## config.mk

```make
export PLATFORM = sky130hd
export DESIGN_NAME = disp_pwr_seq
export DESIGN_NICKNAME = d
export VERILOG_FILES = /design/src/rtl/dps_pkg.sv /design/src/rtl/dps_poll_timer.sv /design/src/rtl/dps_err_bank.sv /design/src/rtl/disp_pwr_seq.sv
export SDC_FILE = /design/constraint.sdc
export NUM_CORES = 1
export LEC_CHECK = 0
export BUFFER_PORTS_ARGS = -buffer_cell sky130_fd_sc_hd__buf_2
export CORE_ASPECT_RATIO = 1.25
export CORE_MARGIN = 2
export CORE_UTILIZATION = 39
export DETAILED_ROUTE_END_ITERATION = 7
export PLACE_DENSITY_LB_ADDON = 0.3
export SYNTH_ARGS = -nofsm -noshare
export SYNTH_HDL_FRONTEND = slang
export SYNTH_SLANG_ARGS = --single-unit
```

## constraint.sdc

```tcl
create_clock -name clk -period 2.5 [get_ports clk]
set_input_delay 0.5 -clock clk [delete_from_list [all_inputs] [get_ports clk]]
set_output_delay 0.5 -clock clk [all_outputs]
set_load 0.01 [all_outputs]
```

## src/rtl/dps_pkg.sv

```systemverilog
package dps_pkg;

  localparam int DMA_N  = 3;
  localparam int CH_OVL = 0;
  localparam int CH_FRM = 1;
  localparam int CH_DID = 2;

  localparam int ERR_N       = 7;
  localparam int E_DMA_STOP  = 0;
  localparam int E_LINE      = 1;
  localparam int E_FREEZE    = 2;
  localparam int E_CLK_STOP  = 3;
  localparam int E_CLK_START = 4;
  localparam int E_THAW      = 5;
  localparam int E_DMA_START = 6;

  typedef enum logic [3:0] {
    ST_IDLE,
    ST_OFF_DMA,
    ST_OFF_LINE,
    ST_OFF_FRZ,
    ST_OFF_CLK,
    ST_OFF_FIFO,
    ST_ON_CLK,
    ST_ON_THAW,
    ST_ON_DMA
  } seq_state_e;

endpackage

```

## src/rtl/dps_poll_timer.sv

```systemverilog
module dps_poll_timer #(
  parameter int CW = 8
) (
  input  logic          clk,
  input  logic          rst_n,
  input  logic          clr,
  input  logic [CW-1:0] limit,
  output logic          last
);

  logic [CW-1:0] cnt;

  always_ff @(posedge clk) begin
    if (!rst_n || clr) cnt <= '0;
    else               cnt <= cnt + 1'b1;
  end

  assign last = (cnt == limit - 1'b1);

endmodule

```

## src/rtl/dps_err_bank.sv

```systemverilog
module dps_err_bank #(
  parameter int N = 7
) (
  input  logic         clk,
  input  logic         rst_n,
  input  logic         clr,
  input  logic [N-1:0] set,
  output logic [N-1:0] flags
);

  for (genvar g = 0; g < N; g++) begin : g_bit
    always_ff @(posedge clk) begin
      if (!rst_n || clr) flags[g] <= 1'b0;
      else if (set[g])   flags[g] <= 1'b1;
    end
  end

endmodule

```

## src/rtl/disp_pwr_seq.sv

```systemverilog
module disp_pwr_seq
  import dps_pkg::*;
#(
  parameter int YW         = 11,
  parameter int POLL_LIMIT = 10000,
  parameter int LINE_LIMIT = 100000
) (
  input  logic               clk,
  input  logic               rst_n,
  input  logic               start_off,
  input  logic               start_on,
  input  logic [YW-1:0]      vpix_off_line,
  input  logic [YW-1:0]      beam_y,
  output logic [DMA_N-1:0]   dma_en_req,
  input  logic [DMA_N-1:0]   dma_active,
  output logic               freeze_req,
  input  logic               frozen_sts,
  output logic               clk_run_req,
  input  logic               clk_running,
  output logic               fifo_rst,
  output logic               busy,
  output logic               done,
  output logic [ERR_N-1:0]   err_flags
);

  localparam int MAXL = (LINE_LIMIT > POLL_LIMIT) ? LINE_LIMIT : POLL_LIMIT;
  localparam int CW   = $clog2(MAXL + 1);
  localparam logic [CW-1:0] POLL_L = CW'(POLL_LIMIT);
  localparam logic [CW-1:0] LINE_L = CW'(LINE_LIMIT);

  seq_state_e       state;
  logic             waiting;
  logic             cond;
  logic             expired;
  logic             advance;
  logic [CW-1:0]    limit;
  logic [ERR_N-1:0] err_set;
  logic [ERR_N-1:0] step_bit;
  logic             accept;

  // Step decode: what the current wait state is polling for
  always_comb begin
    waiting  = 1'b1;
    cond     = 1'b0;
    limit    = POLL_L;
    step_bit = '0;
    unique case (state)
      ST_OFF_DMA:  begin cond = (dma_active == '0);        step_bit[E_DMA_STOP]  = 1'b1; end
      ST_OFF_LINE: begin cond = (beam_y == vpix_off_line); step_bit[E_LINE]      = 1'b1;
                         limit = LINE_L; end
      ST_OFF_FRZ:  begin cond = frozen_sts;                step_bit[E_FREEZE]    = 1'b1; end
      ST_OFF_CLK:  begin cond = !clk_running;              step_bit[E_CLK_STOP]  = 1'b1; end
      ST_ON_CLK:   begin cond = clk_running;               step_bit[E_CLK_START] = 1'b1; end
      ST_ON_THAW:  begin cond = !frozen_sts;               step_bit[E_THAW]      = 1'b1; end
      ST_ON_DMA:   begin cond = dma_active[CH_FRM];        step_bit[E_DMA_START] = 1'b1; end
      default:     waiting = 1'b0;
    endcase
  end

  assign advance = waiting && (cond || expired);
  assign err_set = (waiting && !cond && expired) ? step_bit : '0;
  assign accept  = (state == ST_IDLE) && (start_off || start_on);
  assign busy    = (state != ST_IDLE);

  dps_poll_timer #(.CW(CW)) i_timer (
    .clk   (clk),
    .rst_n (rst_n),
    .clr   (!waiting || advance),
    .limit (limit),
    .last  (expired)
  );

  dps_err_bank #(.N(ERR_N)) i_err (
    .clk   (clk),
    .rst_n (rst_n),
    .clr   (accept),
    .set   (err_set),
    .flags (err_flags)
  );

  always_ff @(posedge clk) begin
    if (!rst_n) begin
      state       <= ST_IDLE;
      dma_en_req  <= '0;
      freeze_req  <= 1'b1;
      clk_run_req <= 1'b0;
      fifo_rst    <= 1'b0;
      done        <= 1'b0;
    end else begin
      done <= 1'b0;
      unique case (state)
        ST_IDLE: begin
          if (start_off) begin
            if (frozen_sts) done <= 1'b1;
            else begin
              dma_en_req <= '0;
              state      <= ST_OFF_DMA;
            end
          end else if (start_on) begin
            if (!frozen_sts) done <= 1'b1;
            else begin
              clk_run_req <= 1'b1;
              state       <= ST_ON_CLK;
            end
          end
        end
        ST_OFF_DMA:  if (advance) state <= ST_OFF_LINE;
        ST_OFF_LINE: if (advance) begin
          freeze_req <= 1'b1;
          state      <= ST_OFF_FRZ;
        end
        ST_OFF_FRZ:  if (advance) begin
          clk_run_req <= 1'b0;
          state       <= ST_OFF_CLK;
        end
        ST_OFF_CLK:  if (advance) begin
          fifo_rst <= 1'b1;
          state    <= ST_OFF_FIFO;
        end
        ST_OFF_FIFO: begin
          fifo_rst <= 1'b0;
          done     <= 1'b1;
          state    <= ST_IDLE;
        end
        ST_ON_CLK:   if (advance) begin
          freeze_req <= 1'b0;
          state      <= ST_ON_THAW;
        end
        ST_ON_THAW:  if (advance) begin
          dma_en_req[CH_FRM] <= 1'b1;
          state              <= ST_ON_DMA;
        end
        ST_ON_DMA:   if (advance) begin
          done  <= 1'b1;
          state <= ST_IDLE;
        end
        default: state <= ST_IDLE;
      endcase
    end
  end

endmodule

```

==> run metrics, run 1 <==
Clk network pwr share=0.303; worst r2r src=i_timer.cnt[6]; required time of the critical path=2.67 ns; Hold Crit Start=i_timer.cnt[0]; fraction of registers with async set/reset=0; P_int=around 1 mW; slowest cell on the critical path=or4_1; Sw Share=0.330; post-CTS setup buffer count=0; cts repair resizes=0; worst flop-to-flop path endpoint=freeze_req; Compound-Gate Fraction of Synth Area=0.142; EDFF count, synth=0; Final Cell Area=between 2000 and 2500 µm²; First DRT Iteration DRCs=~120; WHS=0.446 ns; Simple-Gate Fraction of Synth Area=0.286; CTS tree=built; total global routing overflow=0; Max-Cap Viols=0; Min-Delay Path Class=register to register; Ports=46; Synth Warn #=0; Slew HR=0.537; Sw Pwr=0.479 mW; Final Wtd Congestion=about 0.83; VDD IR max=0.000363 V; DRC Markers=0; worst-skew pair later-pin latency=between 0.2 and 0.3 ns; WHS Endpoint=i_timer.cnt[0]; CTS max path bufs=2; Area Growth Syn to Fin=20.6%; full die area=between 5000 and 6000 µm²; Max Slew Vio Count=0; Final setup viols=0; post-detail-place hpwl=between 3000 and 4000 µm; RSZ-0062 raised after global routing=false; Setup Skew=0.00742 ns; first-pass GRT wire length=6840 µm; FILL cells=476; Synth cell types=47; f_max=0.435 GHz; die width=between 60 and 70 µm; n_diodes=0; drt wl/cell=12.4 µm; Post-Synth Adder-Cell Area=0.00683; row count=27; Pleak=0.857 nW; Hold Crit Depth=1; status=finished clean; antenna violation net count after detailed routing=0; CP endpoint kind=register; router iterations before antenna repair=4; H-tree levels=2; vias in the first global route=1605; crit path kind=register to register; clk sinks=33; multiplexer share of the synthesized area=0.0225; CP cell instances=or4_1 -> or4_1 -> a21o_1 -> a311oi_2 -> mux2_1; DR vias=about 1700; Syn Inst Count=222; Tmin final=2.30 ns; CP max FO=5; Die H=80.7 µm; Seq/Total Area, Yosys=0.360; pwr/cell area=around 660 nW/µm²; All-Layer GR Usage=0.164; vias per inst=5.26; nets@finish=a little under 300; Tightest Pin Transition=~0.69 ns; Area after DPL=~2100 µm²; Root Buffer=clkbuf_8; Primary FF master, synth=dfxtp_1; antenna violations before repair=0; largest net degree at the start of global routing=18; final worst path period share=0.919; slowest stage delay, CP=0.51 ns; Post-Syn Area=1830 µm²; syn avg cell area=8.26 µm²; Core ar.=4460 µm²; register share of total power=0.390; Num CTS Buffers=5; Reg2Reg Depth=5; Worst-path clk slew=0.07 ns; XOR/XNOR share of the synthesized area=0.129; drt total wl=4010 µm; share of cells above drive strength 1=0.243; CP top delay family=simple AND/OR/NAND/NOR gates; setup TNS=0 ns; sum of buffers and inverters on the critical path=0; Port Buffers=43; largest family of logic cells by synthesized area=simple AND/OR/NAND/NOR gates; final hold vios=0; Setup crit start kind=register; combinational fraction of design power=0.307; reg-to-reg slack, setup=0.20 ns; Arrival @ worst endpoint=about 2.5 ns; Post-CTS Hold Buffers=0; register bit count reported by yosys=33; Initial Utilization=0.411; cell mode on critical path=or4_1
cells by family after synthesis:
family	count (synthesis)
and+or+nand+nor	101
other	1
muxes	4
buffers and inverters	21
adders and majority gates	1
xor gates and xnor gates	27
AOI/OAI and AO/OA	34
DFF	33
through the flow:
stage	power, mW	instances	utilization	setup WS [ns]
floorplan	0.913	223	-	0.344
global route	1.55	325	0.496	0.0653
global placement	1.02	317	0.473	0.214
detailed placement	1.03	317	0.473	0.152
finish	1.45	325	0.496	0.204
CTS	1.47	325	0.496	0.193
power groups by stage:
stage,Clock (mW),Combinational (mW),Sequential [mW]
after floorplan,0,0.334,0.579
after global placement,0,0.444,0.579
after detailed placement,0,0.449,0.580
after CTS,0.452,0.450,0.568
after global routing,0.480,0.501,0.570
final,0.440,0.447,0.567
routing by layer:
metal | track usage | wire length, µm
met4 | 0.0417 | 36
met5 | 0 | 0
met1 | 0.178 | 1770
met3 | 0.0378 | 94
met2 | 0.313 | 2110
flip-flops by register name, indices dropped and copies added (netlist names):
signal	count
done	1
dma_en_req	1
i_err.flags	7
state	4
freeze_req	1
i_timer.cnt	17
clk_run_req	1
fifo_rst	1
layout make-up:
class / count / area, µm² / area share
multi-input cells: 169 / 1080 / 0.490
flip-flops and latches: 33 / 661 / 0.299
repair buffers: 50 / 268 / 0.121
clock buffers: 7 / 96.3 / 0.0436
well taps: 58 / 72.6 / 0.0328
inverters: 7 / 26.3 / 0.0119
clock inverters: 1 / 5.00 / 0.00226
placed cells by master, fill, tap and decap left out, drive strengths merged, types with 4 or more instances in the layout:
cell type | Yosys | routed
clkbuf | 8 | 7
inv | 7 | 7
nand2 | 14 | 14
xnor2 | 18 | 18
buf | 6 | 50
nand4 | 10 | 10
xor2 | 9 | 9
nand2b | 4 | 4
nand3 | 11 | 11
nor2 | 36 | 36
a41oi | 8 | 8
dfxtp | 33 | 33
o21ai | 6 | 6
a21oi | 5 | 5
nor3 | 6 | 6
or4 | 4 | 4
worst max-delay path by stage:
stage                   start        endpoint  slack [ns]  cells after the start
2_1_floorplan  i_timer.cnt[6]      freeze_req        0.34                      5
3_3_place_gp       frozen_sts  i_timer.cnt[7]        0.21                      6
3_5_place_dp       frozen_sts  i_timer.cnt[7]        0.15                      6
4_1_cts        i_timer.cnt[6]      freeze_req        0.19                      5
5_1_grt              state[2]  i_timer.cnt[7]        0.07                      6
6_report       i_timer.cnt[6]      freeze_req        0.20                      5
cell usage after synthesis, types with 3 or more instances:
cell type,n,area [µm²]
a21oi_1,5,25.0
a41oi_1,8,70.1
and3_1,3,18.8
buf_2,3,15.0
buf_4,3,22.5
clkbuf_1,8,30.0
dfxtp_1,33,661
inv_1,7,26.3
mux2i_1,3,30.0
nand2_1,14,52.6
nand2b_1,4,25.0
nand3_1,11,55.1
nand4_1,9,56.3
nor2_1,36,135
nor2b_1,3,18.8
nor3_1,6,30.0
o21ai_0,5,25.0
or4_1,4,30.0
xnor2_1,18,158
xor2_1,9,78.8
worst reg2reg max path, stage by stage (launching register included):
cell      delay, ns
dfxtp_1        0.34
or4_1          0.51
or4_1          0.45
a21o_1         0.25
a311oi_2       0.30
mux2_1         0.34
No activity file was read; power rests on OpenSTA's default activity.
==> inputs of run 2 (changes only) <==
Settings changed: ABC_AREA set to 1.
Clock period 2.5 ns to 2 ns, I/O delays scaled along.
==> run metrics, run 2 <==
Most flops, register=i_timer.cnt; top cell type's share of synthesized area=0.353; largest net degree at the start of global routing=18; worst-skew pair later-pin latency=0.28 ns; count leader, synth=nand2_1; sum of buffers and inverters on the critical path=1; reg-to-reg slack, setup=around 0.25 ns; n_diodes=0; Synth cell types=31; Root Buffer=clkbuf_8; Compound-Gate Fraction of Synth Area=0.0889; Setup Skew=0.00853 ns; post-layout util=0.484; VDD IR max=0.000390 V; clk sinks=33; vias in the first global route=approximately 1600; final worst path period share=0.900; Reg2Reg Depth=10; row count=28; Arrival @ worst endpoint=1.40 ns; FILL cells=approximately 460; post-CTS setup buffer count=0; H-tree levels=2; Final Cell Area=2270 µm²; WHS Endpoint=freeze_req; register share of total power=0.348; Tmin final=1.80 ns; Primary FF master, synth=dfxtp_1; Post-Syn Area=1870 µm²; total power draw=2.14 mW; Worst-path clk slew=0.07 ns; drt total wl=4170 µm; CTS max path bufs=2; Hold Crit Depth=2; Sw Share=0.364; Syn Inst Count=271; Final Wtd Congestion=1.02; Area Growth Syn to Fin=21.5%; most common cell after layout, fill and taps aside=nand2_1; All-Layer GR Usage=0.165; Initial Utilization=0.399; Clk network pwr share=0.301; drt wl/cell=10.9 µm; antenna violations before repair=0; syn avg cell area=6.91 µm²; post-synth top area cell=dfxtp_1; f_max=0.555 GHz; post-detail-place hpwl=3290 µm; multiplexer share of the synthesized area=0; Seq/Total Area, Yosys=0.353; largest family of logic cells by synthesized area=simple AND/OR/NAND/NOR gates; vias per inst=between 4 and 5; register bit count reported by yosys=33; combinational fraction of design power=0.350; Hold Crit Start=rst_n; RSZ-0062 raised after global routing=false; total global routing overflow=0; P_int=1.36 mW; Synth Warn #=0; fraction of registers with async set/reset=0; nets@finish=between 300 and 400; final hold vios=0; required time of the critical path=1.60 ns; max FFs per register=17; Ports=46; DR vias=1810; First DRT Iteration DRCs=between 50 and 60; die width=around 66 µm; Num CTS Buffers=5; DRC Markers=0; slowest cell on the critical path=dfxtp_1; Min-Delay Path Class=input pin to register; Sw Pwr=0.780 mW; Post-CTS Hold Buffers=0; DP Worst Slack=0.230 ns; Max-Cap Viols=0; CP endpoint kind=primary output; Simple-Gate Fraction of Synth Area=0.373; setup ws final=0.199 ns; Die H=81.5 µm; Core ar.=4690 µm²; Port Buffers=43; CP cell instances=nor2_1 -> nand2_1 -> buf_2; Area after DPL=2150 µm²; Final setup viols=0; CP max FO=7; Max Slew Vio Count=0; cts repair resizes=0; worst flop-to-flop path endpoint=i_timer.cnt[16]; worst r2r src=i_timer.cnt[0]; first-pass GRT wire length=between 6000 and 7000 µm; crit path kind=register to primary output; Synth top cells by count=nand2_1, inv_1, nor2_1, dfxtp_1, nand3_1; slowest stage delay, CP=0.38 ns; Setup crit start kind=register; Pleak=0.969 nW; setup TNS=0 ns; share of cells above drive strength 1=0.239; XOR/XNOR share of the synthesized area=0.0842; Post-Synth Adder-Cell Area=0.00668; antenna violation net count after detailed routing=0; CP top delay family=simple AND/OR/NAND/NOR gates; router iterations before antenna repair=5; Synth area leaders=dfxtp_1, nand2_1, inv_1; CTS tree=built; full die area=5370 µm²; most frequent cells in the layout=nand2_1, buf_2, inv_1; status=finished clean; pwr/cell area=942 nW/µm²; Regs by FF count=i_timer.cnt (17), i_err.flags (7), state (4); EDFF count, synth=0
==> run 2: changes by cell type in the layout (fill, tap and decap cells not counted), sizes merged, moves of 5 or more <==
cell,previous run,this run
xor2,9,4
inv,7,37
a21oi,5,21
nand3,11,26
a41oi,8,0
nand2,14,54
nand4,10,3
nor2,36,47
==> run 2: power by group through the flow <==
| stage | combinational, mW | clock [mW] | sequential, mW |
|---|---|---|---|
| 2_1_floorplan | 0.560 | 0 | 0.756 |
| 3_3_place_gp | 0.739 | 0 | 0.757 |
| 3_5_place_dp | 0.733 | 0 | 0.758 |
| 4_1_cts | 0.744 | 0.665 | 0.745 |
| 5_1_grt | 0.833 | 0.692 | 0.753 |
| 6_report | 0.751 | 0.646 | 0.746 |
==> run 2: cells by family (layout without fill, tap and decap cells) <==
logic type,after synthesis,in the layout
AND/OR/NAND/NOR,147,147
buffers and inverters,41,91
flip-flops,33,33
AO/OA/AOI/OAI,30,30
XOR/XNOR,18,18
adder cells (fa/ha/maj),1,1
other,1,2
==> run 2: cell type report <==
class / count / area [µm²] / share of cell area
sequential: 33 / 661 / 0.291
clock buffer: 7 / 86.3 / 0.0380
timing repair buffer: 46 / 238 / 0.105
clock inverter: 1 / 30.0 / 0.0132
inverter: 37 / 139 / 0.0611
tap: 60 / 75.1 / 0.0330
multi-input combinational: 198 / 1040 / 0.460
==> run 2: per-stage QoR <==
step / cells / hold WS (ns)
floorplan: 272 / 0.427
global placement: 374 / 0.436
detailed placement: 374 / 0.437
CTS: 382 / 0.331
global route: 382 / 0.336
finish: 382 / 0.336
==> run 2: how the worst max path moves through the flow <==
stage                         startpoint               to  slack [ns]  cells past startpoint
after detailed placement  i_timer.cnt[0]  i_timer.cnt[16]        0.23                     10
after global placement    i_timer.cnt[0]  i_timer.cnt[16]        0.30                     10
final                           state[0]             busy        0.20                      3
after CTS                       state[0]             busy        0.21                      3
after floorplan           i_timer.cnt[0]  i_timer.cnt[16]        0.40                     10
after global routing      i_timer.cnt[0]  i_timer.cnt[16]        0.04                     10
==> run 2: routing by layer <==
| layer | share of wire | wire (µm) | GRT usage | up-vias |
|---|---|---|---|---|
| li1 | - | - | - | 960 |
| met1 | 0.41 | 1690 | 0.175 | 774 |
| met2 | 0.49 | 2040 | 0.301 | 63 |
| met3 | 0.068 | 285 | 0.0425 | 13 |
| met4 | 0.035 | 145 | 0.0837 | 0 |
| met5 | 0 | 0 | 0 | - |
==> inputs of run 3 (changes only) <==
Settings changed: BUFFER_PORTS_ARGS -buffer_cell sky130_fd_sc_hd__buf_2 to -buffer_cell sky130_fd_sc_hd__clkbuf_2, CTS_CLUSTER_SIZE set to 8.
==> run metrics, run 3 (synthesis results as in run 2) <==
met3 GRT Util=0.0301; WHS=0.345 ns; clk sinks=33; CTS max path bufs=2; RSZ-0062 raised after global routing=false; Num CTS Buffers=5; multi-input logic area=1040 µm²; drt total wl=4200 µm; CP endpoint kind=primary output; required time of the critical path=approximately 1.6 ns; vias per inst=4.77; DRC Markers=0; DP Worst Slack=roughly 0.26 ns; setup ws final=0.238 ns; met2 usage=0.341; Port Buffers=43; Final Non-Filler Cells=382; crit path kind=register to primary output; Min-Delay Path Class=input pin to register; Die H=81.5 µm; Root Buffer=clkbuf_8; most frequent cells in the layout=nand2_1, clkbuf_2, nor2_1, inv_1, dfxtp_1; Max-Cap Viols=0; Regs by FF count=i_timer.cnt (17), i_err.flags (7), state (4); status=finished clean; Inst Count DP=374; Tmin final=roughly 1.8 ns; Post-CTS Hold Buffers=0; full die area=roughly 5400 µm²; DR vias=1821; most common cell after layout, fill and taps aside=nand2_1; cts repair resizes=0; nets@finish=around 350; Final setup viols=0; Worst-path clk slew=0.07 ns; FILL cells=between 400 and 500; First DRT Iteration DRCs=107; antenna violation net count after detailed routing=0; drt wl/cell=11.0 µm; total power draw=just under 2 mW; row count=28; final worst path period share=0.881; Area after DPL=roughly 2200 µm²; Setup crit start kind=register; post-layout util=0.476; H-tree levels=2; post-detail-place hpwl=3360 µm; vias in the first global route=1696; VDD IR max=~0.00042 V; final hold vios=0; router iterations before antenna repair=4; Most flops, register=i_timer.cnt; setup TNS=0 ns; Arrival @ worst endpoint=between 1 and 1.5 ns; CTS tree=built; first-pass GRT wire length=7150 µm; Setup Skew=0.00476 ns; register area=661 µm²; Area Growth Syn to Fin=19.4%; die width=~66 µm; Max Slew Vio Count=0; post-CTS setup buffer count=0; Ports=46; n_diodes=0; All-Layer GR Usage=0.173; antenna violations before repair=0; largest net degree at the start of global routing=18; share of cells above drive strength 1=0.230; Pleak=roughly 0.95 nW; pwr/cell area=882 nW/µm²; GR met1 Demand/Resource=0.176; CP max FO=7; worst-skew pair later-pin latency=0.28 ns; f_max=around 0.57 GHz; Final Cell Area=2230 µm²; max FFs per register=17; Initial Utilization=0.399; total global routing overflow=0; Core ar.=4690 µm²; global routing's busiest layer=met2; Final Wtd Congestion=0.863
## run 3: cell type report
type                       instances  share of cell area
multi-input combinational        198               0.466
sequential                        33               0.296
timing repair buffer              46               0.106
inverter                          37              0.0622
clock buffer                       8              0.0358
tap                               60              0.0336
## run 3: worst paths after layout
kind | startpoint | slack (ns) | depth (start not counted) | end
hold / removal | rst_n | 0.35 | 2 | freeze_req
setup / recovery | state[0] | 0.24 | 3 | busy
hold reg to reg | i_err.flags[1] | 0.45 | 2 | i_err.flags[1]
setup reg to reg | i_timer.cnt[0] | 0.26 | 10 | i_timer.cnt[16]
## run 3: where the power goes
group	internal (mW)	switching [mW]	total, mW
combinational	0.255	0.487	0.742
clock	0.247	0.235	0.482
sequential	0.701	0.0470	0.748
total	1.20	0.769	1.97
## run 3: layer usage
layer,share of wire,vias to the layer above,routed length (µm)
met3,0.055,10,233
met2,0.52,50,2170
li1,-,962,-
met5,0,-,0
met1,0.41,799,1720
met4,0.021,0,87
## run 3: worst max-delay path, cell delays in order, from the launching register on
cell and delay (ns):
dfxtp_1 0.37, nor2_1 0.31, nand2_1 0.22, clkbuf_2 0.18
